===== config.mk =====
export PLATFORM = sky130hd
export DESIGN_NAME = pic_ctrl
export DESIGN_NICKNAME = d
export VERILOG_FILES = /design/src/rtl/pic_pkg.sv /design/src/rtl/pic_prio_pick.sv /design/src/rtl/pic_tmr_group.sv /design/src/rtl/pic_eoi_decode.sv /design/src/rtl/pic_ctrl.sv
export SDC_FILE = /design/constraint.sdc
export NUM_CORES = 1
export LEC_CHECK = 0
export ABC_AREA = 1
export BUFFER_PORTS_ARGS = -buffer_cell sky130_fd_sc_hd__buf_2
export CAP_MARGIN = 25
export CORE_ASPECT_RATIO = 1.4
export CORE_MARGIN = 2
export CORE_UTILIZATION = 50
export CTS_CLUSTER_DIAMETER = 100
export DETAILED_ROUTE_END_ITERATION = 8
export MAX_ROUTING_LAYER = met4
export PLACE_DENSITY_LB_ADDON = 0.1
export SLEW_MARGIN = 20
export SYNTH_ARGS = -nofsm -noshare
export SYNTH_HDL_FRONTEND = slang
export SYNTH_SLANG_ARGS = --single-unit

===== constraint.sdc =====
create_clock -name clk -period 10.25 [get_ports clk]
set_clock_uncertainty 0.1 [all_clocks]
set_input_delay 1.025 -clock clk [delete_from_list [all_inputs] [get_ports clk]]
set_output_delay 1.025 -clock clk [all_outputs]
set_load 0.02 [all_outputs]

===== src/rtl/pic_pkg.sv =====
package pic_pkg;
   localparam int PRIO_W   = 3;
   localparam int LVL_W    = PRIO_W + 1;
   localparam int DATA_W   = 16;
   localparam int ADDR_W   = 4;
   localparam logic [LVL_W-1:0] LVL_IDLE = LVL_W'(1 << PRIO_W);

   localparam logic [ADDR_W-1:0] A_REQ   = 4'd8;
   localparam logic [ADDR_W-1:0] A_ISR   = 4'd9;
   localparam logic [ADDR_W-1:0] A_MASK  = 4'd10;
   localparam logic [ADDR_W-1:0] A_LEVEL = 4'd11;
   localparam logic [ADDR_W-1:0] A_POLL  = 4'd12;
   localparam logic [ADDR_W-1:0] A_PSTAT = 4'd13;
   localparam logic [ADDR_W-1:0] A_EOI   = 4'd14;
   localparam logic [ADDR_W-1:0] A_TSTAT = 4'd15;

   localparam int CTL_DIS_BIT = 3;
   localparam int EOI_NS_BIT  = 15;
   localparam int FLAG_BIT    = 15;
endpackage


===== src/rtl/pic_prio_pick.sv =====
module pic_prio_pick
   import pic_pkg::*;
#(
   parameter int N  = 7,
   parameter int IW = 3
) (
   input  logic [N-1:0]        cand,
   input  logic [N*PRIO_W-1:0] prio_flat,
   output logic                valid,
   output logic [IW-1:0]       idx,
   output logic [PRIO_W-1:0]   lvl
);
   always_comb begin
      valid = 1'b0;
      idx   = '0;
      lvl   = '1;
      for (int i = 0; i < N; i++) begin
         if (cand[i] && (!valid || (prio_flat[i*PRIO_W +: PRIO_W] < lvl))) begin
            valid = 1'b1;
            idx   = IW'(i);
            lvl   = prio_flat[i*PRIO_W +: PRIO_W];
         end
      end
   end
endmodule


===== src/rtl/pic_tmr_group.sv =====
module pic_tmr_group #(
   parameter int NTMR = 3,
   parameter int TW   = 2
) (
   input  logic            clk,
   input  logic            rst_n,
   input  logic [NTMR-1:0] tmr_req,
   input  logic            ack,
   output logic [NTMR-1:0] tstat,
   output logic [TW-1:0]   sel,
   output logic            any
);
   logic [NTMR-1:0] clr;

   always_comb begin
      sel = '0;
      for (int t = NTMR - 1; t >= 0; t--) begin
         if (tstat[t]) sel = TW'(t);
      end
   end

   assign any = |tstat;
   assign clr = ack ? (NTMR'(1) << sel) : '0;

   always_ff @(posedge clk) begin
      if (!rst_n) tstat <= '0;
      else        tstat <= (tstat & ~clr) | tmr_req;
   end
endmodule


===== src/rtl/pic_eoi_decode.sv =====
module pic_eoi_decode
   import pic_pkg::*;
#(
   parameter int         NSRC     = 7,
   parameter int         NTMR     = 3,
   parameter int         IW       = 3,
   parameter logic [7:0] VEC_BASE = 8'h11
) (
   input  logic              eoi_wr,
   input  logic [DATA_W-1:0] eoi_data,
   input  logic              top_valid,
   input  logic [IW-1:0]     top_idx,
   output logic [NSRC-1:0]   clr
);
   localparam logic [7:0] T_END = 8'(NTMR);
   localparam logic [7:0] S_END = 8'(NTMR + NSRC - 1);

   logic [7:0] off;
   logic [7:0] ent8;
   logic       unused_hi;

   assign off       = eoi_data[7:0] - VEC_BASE;
   assign ent8      = off - T_END + 8'd1;
   assign unused_hi = ^eoi_data[EOI_NS_BIT-1:8];

   always_comb begin
      clr = '0;
      if (eoi_wr) begin
         if (eoi_data[EOI_NS_BIT]) begin
            if (top_valid) clr[top_idx] = 1'b1;
         end else if (off < T_END) begin
            clr[0] = 1'b1;
         end else if (off < S_END) begin
            clr[IW'(ent8)] = 1'b1;
         end
      end
   end
endmodule


===== src/rtl/pic_ctrl.sv =====
module pic_ctrl
   import pic_pkg::*;
#(
   parameter int         NSRC     = 7,
   parameter int         NTMR     = 3,
   parameter logic [7:0] VEC_BASE = 8'h11
) (
   input  logic                 clk,
   input  logic                 rst_n,
   input  logic                 bus_sel,
   input  logic                 bus_wr,
   input  logic [ADDR_W-1:0]    bus_addr,
   input  logic [DATA_W-1:0]    bus_wdata,
   output logic [DATA_W-1:0]    bus_rdata,
   input  logic [NTMR-1:0]      tmr_req,
   input  logic [NSRC-2:0]      src_req,
   input  logic                 inta,
   output logic [7:0]           inta_vec,
   output logic                 irq_out
);
   localparam int IW = $clog2(NSRC);
   localparam int TW = (NTMR > 1) ? $clog2(NTMR) : 1;

   if (NSRC < 2 || NSRC > 8) begin : g_bad_nsrc
      $error("pic_ctrl: NSRC must lie in 2..8");
   end
   if (NTMR < 1 || NTMR > 8) begin : g_bad_ntmr
      $error("pic_ctrl: NTMR must lie in 1..8");
   end
   if (int'(VEC_BASE) + NTMR + NSRC - 1 > 256) begin : g_bad_vec
      $error("pic_ctrl: vector range exceeds 8 bits");
   end

   logic [NSRC-1:0]        mask_q;
   logic [NSRC*PRIO_W-1:0] prio_q;
   logic [NSRC-1:0]        req_vec;
   logic [NSRC-1:0]        isr_q;
   logic [NSRC-1:0]        isr_set;
   logic [NSRC-1:0]        isr_clr;

   logic                   p_valid, s_valid;
   logic [IW-1:0]          p_idx, s_idx;
   logic [PRIO_W-1:0]      p_lvl, s_lvl;
   logic [LVL_W-1:0]       pmask;
   logic                   qualified, ack, poll_rd, eoi_wr;
   logic [NTMR-1:0]        tstat;
   logic [TW-1:0]          t_sel;
   logic                   t_any;
   logic [7:0]             vec;
   logic                   unused_wbits;

   assign unused_wbits = ^bus_wdata[DATA_W-1:CTL_DIS_BIT+1];

   // control words, one per entry
   for (genvar e = 0; e < NSRC; e++) begin : g_ctl
      logic wr_here;
      assign wr_here = bus_sel && bus_wr && (bus_addr == ADDR_W'(e));
      always_ff @(posedge clk) begin
         if (!rst_n) begin
            mask_q[e]                  <= 1'b1;
            prio_q[e*PRIO_W +: PRIO_W] <= '1;
         end else if (wr_here) begin
            mask_q[e]                  <= bus_wdata[CTL_DIS_BIT];
            prio_q[e*PRIO_W +: PRIO_W] <= bus_wdata[PRIO_W-1:0];
         end
      end
   end

   // shared timer entry
   pic_tmr_group #(.NTMR(NTMR), .TW(TW)) u_tmr (
      .clk     (clk),
      .rst_n   (rst_n),
      .tmr_req (tmr_req),
      .ack     (ack && (p_idx == '0)),
      .tstat   (tstat),
      .sel     (t_sel),
      .any     (t_any)
   );
   assign req_vec[0] = t_any;

   // request latches of the remaining entries
   for (genvar k = 1; k < NSRC; k++) begin : g_req
      logic r_q;
      always_ff @(posedge clk) begin
         if (!rst_n) r_q <= 1'b0;
         else        r_q <= (r_q && !(ack && (p_idx == IW'(k)))) || src_req[k-1];
      end
      assign req_vec[k] = r_q;
   end

   // ranking of waiting requests and of in-service entries
   pic_prio_pick #(.N(NSRC), .IW(IW)) u_pend (
      .cand      (req_vec & ~mask_q),
      .prio_flat (prio_q),
      .valid     (p_valid),
      .idx       (p_idx),
      .lvl       (p_lvl)
   );

   pic_prio_pick #(.N(NSRC), .IW(IW)) u_serv (
      .cand      (isr_q),
      .prio_flat (prio_q),
      .valid     (s_valid),
      .idx       (s_idx),
      .lvl       (s_lvl)
   );

   assign pmask     = s_valid ? {1'b0, s_lvl} : LVL_IDLE;
   assign qualified = p_valid && ({1'b0, p_lvl} < pmask);
   assign irq_out   = qualified;

   assign poll_rd = bus_sel && !bus_wr && (bus_addr == A_POLL);
   assign eoi_wr  = bus_sel &&  bus_wr && (bus_addr == A_EOI);
   assign ack     = qualified && (inta || poll_rd);

   assign vec      = (p_idx == '0) ? (VEC_BASE + 8'(t_sel))
                                   : (VEC_BASE + 8'(NTMR - 1) + 8'(p_idx));
   assign inta_vec = vec;

   pic_eoi_decode #(.NSRC(NSRC), .NTMR(NTMR), .IW(IW), .VEC_BASE(VEC_BASE)) u_eoi (
      .eoi_wr    (eoi_wr),
      .eoi_data  (bus_wdata),
      .top_valid (s_valid),
      .top_idx   (s_idx),
      .clr       (isr_clr)
   );

   assign isr_set = ack ? (NSRC'(1) << p_idx) : '0;

   always_ff @(posedge clk) begin
      if (!rst_n) isr_q <= '0;
      else        isr_q <= (isr_q & ~isr_clr) | isr_set;
   end

   // read mux
   always_comb begin
      bus_rdata = '0;
      for (int e = 0; e < NSRC; e++) begin
         if (bus_addr == ADDR_W'(e)) begin
            bus_rdata[CTL_DIS_BIT]  = mask_q[e];
            bus_rdata[PRIO_W-1:0]   = prio_q[e*PRIO_W +: PRIO_W];
         end
      end
      case (bus_addr)
         A_REQ:   bus_rdata[NSRC-1:0] = req_vec;
         A_ISR:   bus_rdata[NSRC-1:0] = isr_q;
         A_MASK:  bus_rdata[NSRC-1:0] = mask_q;
         A_LEVEL: bus_rdata[LVL_W-1:0] = pmask;
         A_POLL, A_PSTAT: begin
            bus_rdata[FLAG_BIT] = qualified;
            bus_rdata[7:0]      = vec;
         end
         A_TSTAT: bus_rdata[NTMR-1:0] = tstat;
         default: ;
      endcase
   end
endmodule


==> flow_summary.json, run 1 <==
{
  "outcome": "finished clean",
  "ys_types": 42,
  "critPathRequiredTime_ps": 9130,
  "worst-path-max-fanout": 8,
  "finalCritPeriodShare_pct": 91.35,
  "cts.clk_slew.worst_paths_ps": 90,
  "num_rows": 38,
  "synth-edff-count": 0,
  "place.gp.congestion": 0.9905,
  "grt_max_degree": 31,
  "ir_worst_vdd_v": 0.00009798,
  "h-tree-depth": 2,
  "syn-cell-area_mm2": 0.004024,
  "period_needed_ps": 9363,
  "hold_path_class": "flop to flop",
  "cts_sinks": 44,
  "maxSlewHeadroom_pct": 30.00,
  "worst_ep_arrival_time_ps": 8240,
  "antenna_found_initial": 0,
  "clock_path_buffers": 2,
  "grt_pass1_vias": 4000,
  "cpPeakStageDelay_ps": 450,
  "multi_input_area_mm2": 0.002683,
  "worstSetupPathType": "flop to output port",
  "rsz0062_at_grt": "false",
  "route.vias.total": 4426,
  "final_util_pct": 56.24,
  "cts_hold_buffers": 0,
  "worstSetupStartpointType": "flop",
  "ys_warn_count": 0,
  "ant_nets": 0,
  "n_fill_cell": 849,
  "reg2reg_from": "isr_q[0]",
  "initial_utilization_pct": 51.60,
  "slew_viol_final": 0,
  "p_leak_nw": 2.195,
  "track_usage_pct": 29.68,
  "die_w_um": 79.82,
  "regToRegSetupSlack_ps": 1950,
  "cts_buffers": 5,
  "drive_gt1_share_pct": 10.26,
  "syn_area_per_cell_um2": 6.069,
  "ys.flop_type": "dfxtp_1",
  "die_h_um": 110.1,
  "synth-seq-cells": 44,
  "routed_wl_um": 12250,
  "hpwl_um": 10010,
  "worst_path_most_repeated_cell": "nand2_1",
  "post-route-drc-count": 0,
  "reg2reg_depth": 50,
  "viasPerCell": 5.519,
  "nNetsFinal": 766,
  "drtIter0Drc": 383,
  "power.density_mw_per_mm2": 89.96,
  "worstSetupStartpoint": "u_tmr.tstat[0]",
  "worst_pin_slew_ps": 1049,
  "maxCapViolCount": 0,
  "cts_tree": "yes",
  "ios": 59,
  "synthCells": 663,
  "hold_violations": 0,
  "max_freq_ghz": 0.1068,
  "endpoint_kind": "output port",
  "timing.rr.end": "g_req[2].r_q",
  "cts_setup_buffers": 0,
  "seq_area_um2": 880.8,
  "die_area_mm2": 0.008792,
  "crit_end": "bus_rdata[1]",
  "clock_latency_ps": 320,
  "whs_ps": 401.9,
  "seq_area_frac_synth_pct": 21.89,
  "setup_tns_ps": 0,
  "wire_per_inst_um": 15.28,
  "async_flop_share_pct": 0,
  "drt-pass1-iter-count": 8,
  "setup_violations": 0,
  "io_buffers": 39,
  "cp_slowest_cell": "dfxtp_1",
  "synthToLayoutAreaGrowth_pct": 8.986,
  "diodes": 0,
  "grt_pass1_wl_um": 19370,
  "coreArea_mm2": 0.007797,
  "root_buffer": "clkbuf_8",
  "grt-ovfl-total": 0
}
## cell type report
type                       count  share of cell area, %
timing repair buffer          39                  4.451
tap                          100                  2.853
sequential                    44                  20.09
multi-input combinational    507                  61.17
inverter                     104                  8.902
clock inverter                 3                 0.9700
clock buffer                   5                  1.569
## per-stage QoR
stage	total power, mW	cells	cell area (um2)	worst slack (ps)
after floorplan	0.2360	673	4061	2286
after global placement	0.2553	794	4269	1192
after detailed placement	0.2565	794	4269	1070
after CTS	0.3949	802	4380	669.4
after global routing	0.4093	802	4385	8.162
final	0.3945	802	4385	887.1
## per-layer routing
metal | vias up | part of all wire (%) | GRT usage, % | wire, um
met2 | 138 | 48 | 51.92 | 5930
met3 | 41 | 3.5 | 2.606 | 432
met1 | 2010 | 43 | 34.32 | 5288
li1 | 2237 | - | - | -
met4 | 0 | 4.9 | 13.92 | 599
met5 | - | 0 | - | 0
## how the worst min path moves through the flow
stage,startpoint,to,cells past startpoint
final,g_req[3].r_q,g_req[3].r_q,2
after detailed placement,g_req[3].r_q,g_req[3].r_q,2
after global placement,g_req[4].r_q,g_req[4].r_q,2
after global routing,g_req[2].r_q,g_req[2].r_q,2
after CTS,g_req[3].r_q,g_req[3].r_q,2
after floorplan,g_req[1].r_q,g_req[1].r_q,2
## flip-flops by register name, summed over array words and instances (netlist names)
name	cells
g_req.r_q	6
prio_q	21
isr_q	7
mask_q	7
u_tmr.tstat	3
## cell usage after synthesis, drive strengths merged, types with 6 or more instances
cell type | number | area, um2
o21ai | 53 | 265.3
inv | 102 | 382.9
nand4 | 7 | 43.79
clkbuf | 6 | 22.52
nor2 | 76 | 292.8
a21oi | 60 | 315.3
nand2 | 174 | 708.2
o211ai | 17 | 127.6
ha | 31 | 387.9
buf | 12 | 90.09
nand3 | 43 | 220.2
dfxtp | 44 | 880.8
## report_power, final
part / switching [mW] / internal (mW)
Sequential: 0.00411 / 0.175
Combinational: 0.0510 / 0.0238
Clock: 0.0684 / 0.0722
Total: 0.124 / 0.271
## layout by cell type, fill, tap and decap left out, types with 17 or more instances in the layout
| master | synthesis | layout |
|---|---|---|
| o21ai_0 | 50 | 45 |
| ha_1 | 31 | 31 |
| buf_2 | 0 | 39 |
| nand3_1 | 42 | 42 |
| a21oi_1 | 58 | 58 |
| dfxtp_1 | 44 | 44 |
| nand2_1 | 156 | 156 |
| nor2_1 | 75 | 75 |
| o211ai_1 | 17 | 17 |
| inv_1 | 102 | 102 |
## cells by family (layout without fill, tap and decap cells)
kind of cell,after synthesis,in the layout,share of synthesized area [%]
other,2,12,0.1866
XOR/XNOR,2,2,0.4354
buffers and inverters,122,151,12.50
multiplexers,1,1,0.2488
adder cells (fa/ha/maj),31,31,9.639
AND/OR/NAND/NOR,306,306,32.40
flip-flops,44,44,21.89
AO/OA/AOI/OAI,155,155,22.70
## repair_timing
action                                  in CTS  in global routing
resized for setup                            0                  6
endpoints found under the setup margin       0                  2
endpoints found under the hold margin        0                  0
## critical path: cells and delay by family, from the launching register on
kind	cells	cell delay, ps
AO/OA/AOI/OAI	8	1910
AND/OR/NAND/NOR	34	2750
flip-flops	1	450
buffers and inverters	7	530
multiplexers	1	290
adder cells (fa/ha/maj)	7	1980
No activity file was read; power rests on OpenSTA's default activity.
==> run 2: changes to the inputs <==
--- a/config.mk
+++ b/config.mk
@@ -5,16 +5,16 @@
 export SDC_FILE = /design/constraint.sdc
 export NUM_CORES = 1
 export LEC_CHECK = 0
-export ABC_AREA = 1
 export BUFFER_PORTS_ARGS = -buffer_cell sky130_fd_sc_hd__buf_2
 export CAP_MARGIN = 25
-export CORE_ASPECT_RATIO = 1.4
+export CORE_ASPECT_RATIO = 1.1
 export CORE_MARGIN = 2
 export CORE_UTILIZATION = 50
 export CTS_CLUSTER_DIAMETER = 100
 export DETAILED_ROUTE_END_ITERATION = 8
 export MAX_ROUTING_LAYER = met4
 export PLACE_DENSITY_LB_ADDON = 0.1
+export SKIP_LAST_GASP = 1
 export SLEW_MARGIN = 20
 export SYNTH_ARGS = -nofsm -noshare
 export SYNTH_HDL_FRONTEND = slang
==> run 2 against run 1 <==
The flow now finishes with violations (setup timing). Via count increased by 27%. Cell count increased by 13%. First-iteration DRC count increased by 36%. Fmax decreased by 18%. Critical endpoint is now bus_rdata[15]. Largest power group unchanged. Synthesized cell count decreased by 7.5%. Sequential power about the same. Register-to-register slack got worse by 2400 ps. Critical path depth decreased by 7. Clock power about the same. Core utilization increased by 20 points. Synthesized area increased by 14%.
==> flow_summary.json, run 2 <==
{
  "whs_ps": 444.4,
  "clock_path_buffers": 2,
  "min_to": "mask_q[2]",
  "synthToLayoutAreaGrowth_pct": 47.36,
  "antenna_found_initial": 0,
  "wire_per_inst_um": 19.63,
  "top_register": "prio_q",
  "synthTopCellsByArea": "dfxtp_1, ha_1, nand2_1",
  "num_rows": 36,
  "reg2reg_depth": 53,
  "post-place-ws_ps": -983.0,
  "grt_max_degree": 51,
  "route.vias.total": 5609,
  "initial_utilization_pct": 51.52,
  "syn_area_per_cell_um2": 7.495,
  "n_fill_cell": 672,
  "worst_ep_arrival_time_ps": 10330,
  "whs_path_depth": 2,
  "cts_buffers": 5,
  "worstSetupStartpointType": "flop",
  "die_area_mm2": 0.009972,
  "p_leak_nw": 2.949,
  "hold_violations": 0,
  "diodes": 0,
  "ys.flop_type": "dfxtp_1",
  "worst-path-max-fanout": 4,
  "layout_common_cells": "buf_4, nand2_1, dfxtp_1",
  "yosysTopAreaCell": "dfxtp_1",
  "endpoint_kind": "output port",
  "coreArea_mm2": 0.008919,
  "worst_path_most_repeated_cell": "ha_4",
  "critPathRequiredTime_ps": 9130,
  "synthTopCellsByCount": "nand2_1, dfxtp_1, nor2_1",
  "hold_path_class": "flop to flop",
  "die_w_um": 95.40,
  "failed_checks": "setup timing",
  "worstSetupPathType": "flop to output port",
  "ir_worst_vdd_v": 0.00006339,
  "ys_warn_count": 0,
  "hpwl_um": 13020,
  "regToRegSetupSlack_ps": -480,
  "maxSlewHeadroom_pct": 38.04,
  "timing.rr.end": "isr_q[2]",
  "use_met1_pct": 43.36,
  "cpPeakStageDelay_ps": 550,
  "setup_violations": 25,
  "power.density_mw_per_mm2": 61.81,
  "synth-seq-cells": 44,
  "setup_slack_ps": -1206,
  "met3_usage_pct": 5.119,
  "hold_path_startpoint": "mask_q[2]",
  "track_usage_pct": 34.03,
  "viasPerCell": 6.177,
  "drtIter0Drc": 520,
  "report.power.total_mw": 0.4184,
  "post-route-drc-count": 0,
  "yosysTopAreaCellShare_pct": 19.17,
  "top_usage_layer": "met2",
  "period_needed_ps": 11460,
  "grt-ovfl-total": 0,
  "synthCells": 613,
  "ys_types": 83,
  "ant_nets": 0,
  "rsz0062_at_grt": "true",
  "mostFrequentLayoutCell": "buf_4",
  "syn-cell-area_mm2": 0.004594,
  "cts.clk_slew.worst_paths_ps": 90,
  "synth_most_common_cell": "nand2_1",
  "clock_latency_ps": 310,
  "grt_pass1_wl_um": 25780,
  "finalCritPeriodShare_pct": 111.8,
  "drt-pass1-iter-count": 6,
  "largest_reg_flops": 21,
  "root_buffer": "clkbuf_8",
  "h-tree-depth": 2,
  "drive_gt1_share_pct": 39.04,
  "grt_util_met2_pct": 54.33,
  "reg2reg_from": "isr_q[0]",
  "outcome": "finished with violations",
  "slew_viol_final": 0,
  "cts_sinks": 44,
  "ios": 59,
  "async_flop_share_pct": 0,
  "cts_tree": "yes",
  "place.gp.congestion": 0.9629,
  "synth-edff-count": 0,
  "die_h_um": 104.5,
  "reg_top3": "prio_q: 21 flops, isr_q: 7 flops, mask_q: 7 flops",
  "nNetsFinal": 858,
  "routed_wl_um": 17820,
  "maxCapViolCount": 0,
  "grt_pass1_vias": 5039,
  "io_buffers": 39,
  "max_freq_ghz": 0.08729,
  "cp_slowest_cell": "o41a_1",
  "worst_pin_slew_ps": 923.9,
  "seq_area_frac_synth_pct": 19.17
}
run 2: worst max-delay path by stage:
stage / slack, ps / depth (start not counted) / endpoint / from
after floorplan: -480 / 48 / bus_rdata[15] / isr_q[0]
after global placement: -790 / 51 / bus_rdata[15] / isr_q[0]
after detailed placement: -980 / 51 / bus_rdata[15] / isr_q[0]
after CTS: -1010 / 50 / irq_out / isr_q[0]
after global routing: -1580 / 52 / bus_rdata[15] / isr_q[0]
final: -1210 / 50 / bus_rdata[15] / isr_q[0]
run 2: kinds of logic after synthesis:
group | Yosys count | synth area share [%]
flip-flops | 44 | 19.17
AO/OA/AOI/OAI | 206 | 31.97
AND/OR/NAND/NOR | 217 | 24.21
adder cells (fa/ha/maj) | 32 | 8.687
other | 2 | 0.1635
XOR/XNOR | 2 | 0.3813
buffers and inverters | 75 | 7.298
multiplexers | 35 | 8.116
run 2: stage by stage:
| step | TNS, ps | std cells | cell area [um2] | utilization (%) |
|---|---|---|---|---|
| finish | -11430 | 908 | 6770 | 75.91 |
| global placement | -6698 | 843 | 5737 | 64.32 |
| detailed placement | -11250 | 844 | 5748 | 64.45 |
| floorplan | -973.6 | 623 | 4802 | - |
| CTS | -8122 | 887 | 6237 | 69.94 |
| global route | -21220 | 908 | 6770 | 75.91 |
run 2: what timing repair did:
item,in CTS,in global routing
resized for setup,32,69
setup buffers,35,23
hold buffers,0,0
pin swaps,24,24
endpoints found under the setup margin,26,26
run 2: cell type report:
type	count	area [um2]	share of cell area (%)
Clock buffer	6	82.58	1.220
Timing Repair Buffer	199	1503	22.20
Inverter	39	148.9	2.199
Tap cell	114	142.6	2.107
Sequential cell	44	885.9	13.08
Clock inverter	2	38.79	0.5729
Multi-Input combinational cell	504	3969	58.62
run 2: report_power, final:
group          leakage [nW]  switching (mW)  total (mW)  internal, mW
Combinational          2.53          0.0582      0.0953        0.0371
Clock                0.0614          0.0641       0.144        0.0798
Sequential            0.360         0.00469       0.179         0.175
Total                  2.95           0.127       0.418         0.291
run 2: worst max-delay path: cells and delay by family (launching register included):
family	cells	cell delay (ps)
buffers and inverters	5	470
adder cells (fa/ha/maj)	7	1650
AND/OR/NAND/NOR	10	1970
AO/OA/AOI/OAI	24	4290
flip-flops	1	390
multiplexers	4	1270
run 2: per-layer routing:
metal	up-vias	wire length [um]
li1	2640	-
met3	51	1279
met2	256	8527
met5	-	0
met1	2662	7228
met4	0	786
